**config.mk**
```make
export PLATFORM = sky130hd
export DESIGN_NAME = dual_muladd
export DESIGN_NICKNAME = d
export VERILOG_FILES = /design/src/rtl/dmas_pkg.sv /design/src/rtl/dmas_stage.sv /design/src/rtl/dmas_mult.sv /design/src/rtl/dmas_combine.sv /design/src/rtl/dual_muladd.sv
export SDC_FILE = /design/constraint.sdc
export NUM_CORES = 1
export LEC_CHECK = 0
export ABC_AREA = 1
export ABC_CLOCK_PERIOD_IN_PS = 10400
export CAP_MARGIN = 10
export CORE_UTILIZATION = 40
export DETAILED_ROUTE_END_ITERATION = 16
export PLACE_DENSITY = 0.65
export SLEW_MARGIN = 15
export SYNTH_ARGS = -nofsm -noshare
export SYNTH_HDL_FRONTEND = slang
export SYNTH_HIERARCHICAL = 1
export SYNTH_SLANG_ARGS = --single-unit
```
**constraint.sdc**
```tcl
create_clock -name clk -period 10.4 [get_ports clk]
set_input_delay 1.04 -clock clk [delete_from_list [all_inputs] [get_ports clk]]
set_output_delay 1.04 -clock clk [all_outputs]
set_load 0.01 [all_outputs]
```
**src/rtl/dmas_pkg.sv**
```systemverilog
`timescale 1ns/1ps
package dmas_pkg;
  typedef struct packed {
    logic sg;   // two's-complement operands
    logic sb;   // subtract second product
  } mode_t;
endpackage

```
**src/rtl/dmas_stage.sv**
```systemverilog
`timescale 1ns/1ps
module dmas_stage #(
  parameter int W  = 8,
  parameter bit EN = 1'b1
) (
  input  logic         clk,
  input  logic         rst,
  input  logic         ce,
  input  logic [W-1:0] d,
  output logic [W-1:0] q
);
  generate
    if (EN) begin : g_reg
      always_ff @(posedge clk) begin
        if (rst)     q <= '0;
        else if (ce) q <= d;
      end
    end else begin : g_wire
      assign q = d;
    end
  endgenerate
endmodule

```
**src/rtl/dmas_mult.sv**
```systemverilog
`timescale 1ns/1ps
module dmas_mult #(
  parameter int A_W = 8,
  parameter int B_W = 8,
  parameter bit PIPE_REG = 1'b1,
  localparam int P_W = A_W + B_W
) (
  input  logic           clk,
  input  logic           rst,
  input  logic           ce,
  input  logic           sg,
  input  logic [A_W-1:0] a,
  input  logic [B_W-1:0] b,
  output logic [P_W-1:0] p
);
  logic [P_W-1:0] ea, eb, prod;

  // extension to product width makes the low P_W bits exact in both modes
  always_comb begin
    ea   = {{B_W{sg & a[A_W-1]}}, a};
    eb   = {{A_W{sg & b[B_W-1]}}, b};
    prod = ea * eb;
  end

  dmas_stage #(.W(P_W), .EN(PIPE_REG)) u_pipe (
    .clk(clk), .rst(rst), .ce(ce), .d(prod), .q(p)
  );
endmodule

```
**src/rtl/dmas_combine.sv**
```systemverilog
`timescale 1ns/1ps
module dmas_combine #(
  parameter int P_W = 16,
  parameter bit OUT_REG = 1'b1,
  localparam int R_W = P_W + 1
) (
  input  logic           clk,
  input  logic           rst,
  input  logic           ce,
  input  dmas_pkg::mode_t mode,
  input  logic [P_W-1:0] p0,
  input  logic [P_W-1:0] p1,
  output logic [R_W-1:0] r
);
  logic [R_W-1:0] e0, e1, mix;

  always_comb begin
    e0  = {mode.sg & p0[P_W-1], p0};
    e1  = {mode.sg & p1[P_W-1], p1};
    mix = mode.sb ? (e0 - e1) : (e0 + e1);
  end

  dmas_stage #(.W(R_W), .EN(OUT_REG)) u_out (
    .clk(clk), .rst(rst), .ce(ce), .d(mix), .q(r)
  );
endmodule

```
**src/rtl/dual_muladd.sv**
```systemverilog
`timescale 1ns/1ps
module dual_muladd #(
  parameter int A_W      = 8,
  parameter int B_W      = 8,
  parameter bit IN_REG   = 1'b1,
  parameter bit PIPE_REG = 1'b1,
  parameter bit OUT_REG  = 1'b1,
  localparam int P_W     = A_W + B_W,
  localparam int R_W     = P_W + 1,
  localparam int LATENCY = int'(IN_REG) + int'(PIPE_REG) + int'(OUT_REG)
) (
  input  logic           clk,
  input  logic           rst,
  input  logic           ce,
  input  logic           signed_mode,
  input  logic           sub_mode,
  input  logic           chain_sel,
  input  logic [A_W-1:0] a0,
  input  logic [B_W-1:0] b0,
  input  logic [A_W-1:0] a1,
  input  logic [B_W-1:0] b1,
  input  logic [A_W-1:0] chain_a_in,
  input  logic [B_W-1:0] chain_b_in,
  output logic [A_W-1:0] chain_a_out,
  output logic [B_W-1:0] chain_b_out,
  output logic [R_W-1:0] result
);
  import dmas_pkg::*;

  logic [A_W-1:0] a_src [2];
  logic [B_W-1:0] b_src [2];
  logic [A_W-1:0] a_q   [2];
  logic [B_W-1:0] b_q   [2];
  logic [P_W-1:0] prod  [2];
  mode_t mode_in, mode_s1, mode_s2;

  always_comb begin
    a_src[0] = chain_sel ? chain_a_in : a0;
    b_src[0] = chain_sel ? chain_b_in : b0;
    a_src[1] = a1;
    b_src[1] = b1;
    mode_in  = '{sg: signed_mode, sb: sub_mode};
  end

  // modes follow the same stages as the operands
  dmas_stage #(.W($bits(mode_t)), .EN(IN_REG)) u_mode_in (
    .clk(clk), .rst(rst), .ce(ce), .d(mode_in), .q(mode_s1)
  );
  dmas_stage #(.W($bits(mode_t)), .EN(PIPE_REG)) u_mode_pipe (
    .clk(clk), .rst(rst), .ce(ce), .d(mode_s1), .q(mode_s2)
  );

  for (genvar l = 0; l < 2; l++) begin : g_lane
    dmas_stage #(.W(A_W + B_W), .EN(IN_REG)) u_in (
      .clk(clk), .rst(rst), .ce(ce),
      .d({a_src[l], b_src[l]}), .q({a_q[l], b_q[l]})
    );
    dmas_mult #(.A_W(A_W), .B_W(B_W), .PIPE_REG(PIPE_REG)) u_mult (
      .clk(clk), .rst(rst), .ce(ce), .sg(mode_s1.sg),
      .a(a_q[l]), .b(b_q[l]), .p(prod[l])
    );
  end

  dmas_combine #(.P_W(P_W), .OUT_REG(OUT_REG)) u_comb (
    .clk(clk), .rst(rst), .ce(ce), .mode(mode_s2),
    .p0(prod[0]), .p1(prod[1]), .r(result)
  );

  assign chain_a_out = a_q[1];
  assign chain_b_out = b_q[1];
endmodule

```
# --- After elaboration in Yosys (flattened, before gate mapping) ---
# Index checks and enable logic that the tools add are counted.
word_totals:
  inputBits: 54
  word_cells: 20
  output_inout_bits: 33
  reg_bits: 85
op_classes:
  addsub: 2
  muxes: 3
  n_mul: 2
  bitwise_logic: 6
op_table:
  columns: ["cell", "n"]
  rows:
  - ["$mul 9x9->16", 2]
  - ["$add 17x17->17", 1]
  - ["$mux 17", 1]
  - ["$sub 17x17->17", 1]
  - ["$mux 8", 2]
  - ["$and 1x1->1", 6]

# --- Depth between registers and ports, before layout ---
depth:
  word_depth: 3
  ltp_mapped: 27
  ltp_nobuf: 26

# --- Cells and area by module ---
# Netlist, hierarchy kept.
by_module_without_submodules:
  columns: ["mod", "area_each_um2", "instances", "cells_each", "seq_area_each_um2"]
  rows:
  - ["dmas_mult at g_lane[1].u_mult", 3046.7, 1, 425, 0.0]
  - ["dmas_mult at g_lane[0].u_mult", 3022.9, 1, 423, 0.0]
  - ["dmas_stage at g_lane[0].u_in ...", 670.6, 4, 101, 320.3]
  - ["dmas_combine", 1480.2, 1, 291, 0.0]
  - ["dmas_stage at u_comb.u_out", 732.0, 1, 108, 340.3]
  - ["dual_muladd", 244.0, 1, 52, 0.0]
  - ["dmas_stage at u_mode_in ...", 81.3, 2, 13, 40.0]

# --- Worst setup path before layout ---
# No wires, ideal clock.
synth_path:
  path_type: "flip-flop to flip-flop"
  start: "register u_mode_in.q[1]"
  end: "register g_lane[0].u_mult.u_pipe.q[13]"
  synth_period_minus_slack_ps: 4871
  t_arrival_ps: 4758
  path_slack_ps: 5529
  path_buffers: 0
  setup_ps: 113
  stages_incl_launch_ff: 22
  t_required_ps: 10287
  cell_sequence: "dfxtp_1 nand2_1 or2_2 fa_1 fa_1 inv_1 fa_1 fa_1 inv_1 fa_1 inv_1 ha_1 nand2_1 nand2_1 o21bai_2 nand4_1 nand2_1 xor2_1 inv_1 nand2_1 nand2_1 nor2_1"
synth_via:
  elab_chain_len: 2
  elab_cells_between_ends: 3
  classes_between: "mul: 1; bitwise: 2"
synth_lines:
  columns: ["element", "line", "source"]
  rows:
  - ["from (decl)", "dmas_stage.sv:10", "output logic [W-1:0] q"]
  - ["from (signal assigned)", "dmas_stage.sv:15", "if (rst) q <= '0;"]
  - ["from (signal assigned)", "dmas_stage.sv:16", "else if (ce) q <= d;"]
  - ["$and 1x1->1, on equally long branches", "dmas_mult.sv:20, dmas_mult.sv:21", null]
  - ["$mul 9x9->16 (*)", "dmas_mult.sv:22", "prod = ea * eb;"]
  - ["named net g_lane[0].u_mult.prod[13]", "dmas_mult.sv:16", "logic [P_W-1:0] ea, eb, prod;"]
  - ["to (signal assigned)", "dmas_stage.sv:15", null]
  - ["to (signal assigned)", "dmas_stage.sv:16", null]
  - ["to (decl)", "dmas_stage.sv:10", null]
# The timed path passes the listed nets; every way through them passes the cells marked *.
# A chain may end at the register's enable or synchronous reset.

# --- Worst setup path in the final report ---
layout_path:
  start: "register u_mode_in.q[1]"
  end: "register g_lane[0].u_mult.u_pipe.q[15]"
# The elaborated chain is that of the path after synthesis.

==> impl.org <==
** CTS
- Number of buffers inserted during clock tree synthesis :: 9
- Counting every sink on the clock net gives 85.
- For this design, the CTS-stage hold fixing added 0 buffers.
- Register clock-pin slew on the reported worst setup and hold paths :: 0.07 ns
- Maximum level of the CTS H-tree :: 3
- The number of setup buffers added after CTS is 0.
- The later pin in the worst-skew pair is clocked with a latency of 0.35 ns.
- TritonCTS clock tree :: built
- The root buffer cell chosen for the clock tree is clkbuf_16.
- Counting along the longest clock path gives a buffer depth of 2.
- Post-cts resize count :: 0

** STA
- Peak clock frequency supported by timing :: 185 MHz
- At the pin with the least slew margin, the transition time is 0.996 ns.
- Setup TNS :: 0 ns
- The clock period could shrink to 5.42 ns.
- In this run the tightest slew margin relative to its limit is 33.6%.
- Setup Viol. Count Final :: 0
- Maximum clock skew at final layout :: 0.00972 ns
- Hold Vio Cnt, Final :: 0
- Final Hold Slack :: 0.470 ns
- Dividing the final minimum period by the clock period gives 52.1%.
- The max-slew violation count came to 0.
- Setup repair after global routing left no endpoint under its margin.

** Critical path
- Worst R2R End :: g_lane[0].u_mult/u_pipe/q[15]$_SDFFE_PP0P_
- The worst register-to-register path has a depth of 25.
- RR Startpoint :: u_mode_in/q[1]$_SDFFE_PP0P_
- CP max stage delay :: 0.58 ns
- Setup slack on the worst reg-to-reg path comes out at 4.98 ns.
- Slowest-stage cell, CP :: dfxtp_1
- Endpoint arrival time on the critical path :: 5.65 ns
- In this design, the largest share of critical-path delay is due to adder cells.
- STA classifies the critical path startpoint as a register.
- STA classifies the critical path endpoint as a register.
- The worst setup path is of the reg2reg kind.
- The number of buffers and inverters on the critical path is 5.
- In this design, the critical path's most frequently occurring cell is nand2_1.
- Data on the critical path is required at its endpoint by 10.64 ns.
- Peak fanout along the critical path :: 10

** Floorplanning
- The core region is 0.0279 sq mm.
- For this design the top-level I/O count stands at 87.
- Number of rows created at floorplan :: 61
- For this configuration, the core starts out at a cell density of 40.8%.
- The die is 171 microns wide.
- In this run the vertical extent of the chip is 171 microns.
- Area enclosed by the die boundary :: 0.0291 sq mm

** Synthesis
- Share of async-settable or async-resettable flops after synthesis :: 0%
- The cell area that synthesis handed to floorplanning was 0.0114 sq mm.
- The commonest cells after synthesis are nand2_1 (552), inv_1 (430), nor2_1 (219).
- Among all cell types in the netlist, the one instantiated most often is nand2_1.
- Most frequently used flop master after synthesis :: dfxtp_1
- Mapped Avg Cell Area :: 6.58 sq um
- Distinct cell type count after synthesis :: 37
- Mapped Cells :: 1729
- Counting flops and latches in the post-synthesis netlist gives 85.
- Top cell type by total area after synthesis :: fa_1
- Counting every net in the synthesized netlist gives 1993.
- Portion of the post-synthesis area used by sequential elements :: 15.0%
- Syn. warnings :: 6
- By area the synthesized netlist is led by fa_1 (22%), nand2_1 (18%), dfxtp_1 (15%).
- The synthesized design devotes to its leading area cell type 22.4% of total area.
- Post-synth EDFFs :: 0

** Flow run
- The tool flagged a number of max-cap violations equal to 0.

** GRT
- Maximum number of pins on one net before global-route repair :: 104
- The number of antenna violations at the first check in global routing came to 0.
- The via count of the first global-routing pass was 8980.
- Total gr overflow :: 0
- The first global-routing pass estimated 40900 microns of wire.
- Global routing consumed, over all layers together, 17.0% of the routing resources.

** Route
- DRT iter0 DRCs :: 551
- Number of design rule violations left after detail routing :: 0
- The count of nets left with antenna violations once routing finished came out at 0.
- After detailed routing, the total wire length is 23300 microns.
- The detailed router placed 9325 vias in this run.
- After detailed routing, the number of vias per cell comes to 4.33.
- Dividing the detail-routed wire length by the instance count gives 10.8 microns.
- Number of optimization iterations in the first detailed-route pass :: 5

** Cells and area
- Count of inserted antenna diode cells :: 0
- Compared with the post-synthesis result, the final layout area differs by 10.8%.
- In the final layout, the share of cells above drive strength 1 is 4.00%.
- After the last flow step, the layout net total stands at 2033.

** Hold path
- In this run the most critical hold path is launched from u_comb/u_out/q[9]$_SDFFE_PP0P_.
- Hold crit path type :: reg2reg
- Worst hold path cell count :: 2
- The worst hold path terminates at u_comb/u_out/q[9]$_SDFFE_PP0P_.

** Power and ir drop
- IR drop worst, VDD :: 74.1 uV
- Cell Pwr Density :: 103 mW/mm^2
- The analysis attributes to cell leakage a power of 7.54 nW.

** Placement
- Global placement routability congestion :: 0.900
- In this run the tool buffered the top-level ports with 86 buffer cells.
- The wire-length estimate of the detail-placed layout is 19300 microns.

** Outcome
- Result of the run :: finished, final reports clean
metrics by stage:
| stage | cells | cell area, sq um | worst slack [ns] | power, mW | util (%) |
|---|---|---|---|---|---|
| finish | 2152 | 12600 | 4.98 | 1.29 | 45.2 |
| global route | 2152 | 12600 | 4.60 | 1.41 | 45.2 |
| CTS | 2152 | 12600 | 4.96 | 1.31 | 45.2 |
| detailed placement | 2136 | 12300 | 4.96 | 0.965 | 44.1 |
| global placement | 2136 | 12300 | 5.08 | 0.957 | 44.1 |
| floorplan | 1729 | 11400 | 5.53 | 0.818 | - |
flip-flops by register name, indices dropped and copies added, names as in the netlist:
name / cells
g_lane.u_mult/u_pipe/q: 32
u_comb/u_out/q: 17
u_mode_in/q: 2
u_mode_pipe/q: 2
g_lane.u_in/q: 32
kinds of logic after synthesis:
group / Yosys count / share of synthesized area (%)
DFF: 85 / 15.0
AOI/OAI and AO/OA: 46 / 2.33
and+or+nand+nor: 863 / 30.5
adders and majority gates: 210 / 31.5
xor gates and xnor gates: 33 / 2.54
buffers and inverters: 492 / 18.1
cells in the final DEF (no fill, tap or decap), types with 7 or more instances in the layout:
cell | Yosys | final
nand2_1 | 552 | 552
xnor2_1 | 9 | 9
nand2_2 | 12 | 12
a21oi_1 | 22 | 22
nand3_1 | 31 | 31
dfxtp_1 | 85 | 85
xor2_1 | 24 | 24
fa_1 | 127 | 127
o21ai_0 | 7 | 7
ha_1 | 83 | 83
clkdlybuf4s50_1 | 0 | 85
nor2_2 | 16 | 16
inv_1 | 430 | 430
nor2_1 | 219 | 219
clkbuf_16 | 0 | 9
metal layers:
layer	GRT usage (%)	share of wire [%]
met4	3.53	1.0
met3	3.22	4.7
met5	0	0
met2	28.2	45
met1	23.1	50
final cells by class:
| type | instances | area (sq um) |
|---|---|---|
| timing repair buffer | 87 | 866 |
| fill | 2913 | 15300 |
| inverter | 434 | 1630 |
| tap | 378 | 473 |
| clock inverter | 4 | 55.1 |
| multi-input combinational | 1152 | 7610 |
| sequential | 85 | 1700 |
| clock buffer | 12 | 256 |
worst reg2reg max path, stage by stage, from the launching register on:
cell and delay [ns]:
dfxtp_1 0.58, nand2_1 0.34, or2_2 0.39, fa_1 0.51, fa_1 0.54, inv_1 0.05
fa_1 0.50, fa_1 0.55, inv_1 0.06, fa_1 0.50, inv_1 0.04, ha_1 0.37
nand2_1 0.09, nand2_1 0.06, nand2_1 0.05, nand2_1 0.06, nand2_1 0.06, nand3_1 0.06
nor2_1 0.13, inv_1 0.05, nand2_1 0.06, nand2_1 0.05, inv_1 0.04, nand2_1 0.04
nand2_1 0.09, nor2_1 0.04
worst max path at each step:
stage                                                 end  slack [ns]                   startpoint  cells past startpoint
5_1_grt        g_lane[0].u_mult/u_pipe/q[14]$_SDFFE_PP0P_        4.60  u_mode_in/q[1]$_SDFFE_PP0P_                     21
6_report       g_lane[0].u_mult/u_pipe/q[15]$_SDFFE_PP0P_        4.98  u_mode_in/q[1]$_SDFFE_PP0P_                     25
3_5_place_dp   g_lane[0].u_mult/u_pipe/q[15]$_SDFFE_PP0P_        4.96  u_mode_in/q[1]$_SDFFE_PP0P_                     25
4_1_cts        g_lane[0].u_mult/u_pipe/q[15]$_SDFFE_PP0P_        4.96  u_mode_in/q[1]$_SDFFE_PP0P_                     25
2_1_floorplan  g_lane[0].u_mult/u_pipe/q[13]$_SDFFE_PP0P_        5.53  u_mode_in/q[1]$_SDFFE_PP0P_                     21
3_3_place_gp   g_lane[0].u_mult/u_pipe/q[15]$_SDFFE_PP0P_        5.08  u_mode_in/q[1]$_SDFFE_PP0P_                     25
where the power goes:
part | switching (mW) | internal (mW) | total [mW]
registers | 0.0480 | 0.357 | 0.405
clock network | 0.137 | 0.201 | 0.338
logic | 0.329 | 0.223 | 0.552
total | 0.514 | 0.780 | 1.29
(Power assumes the default switching activity.)
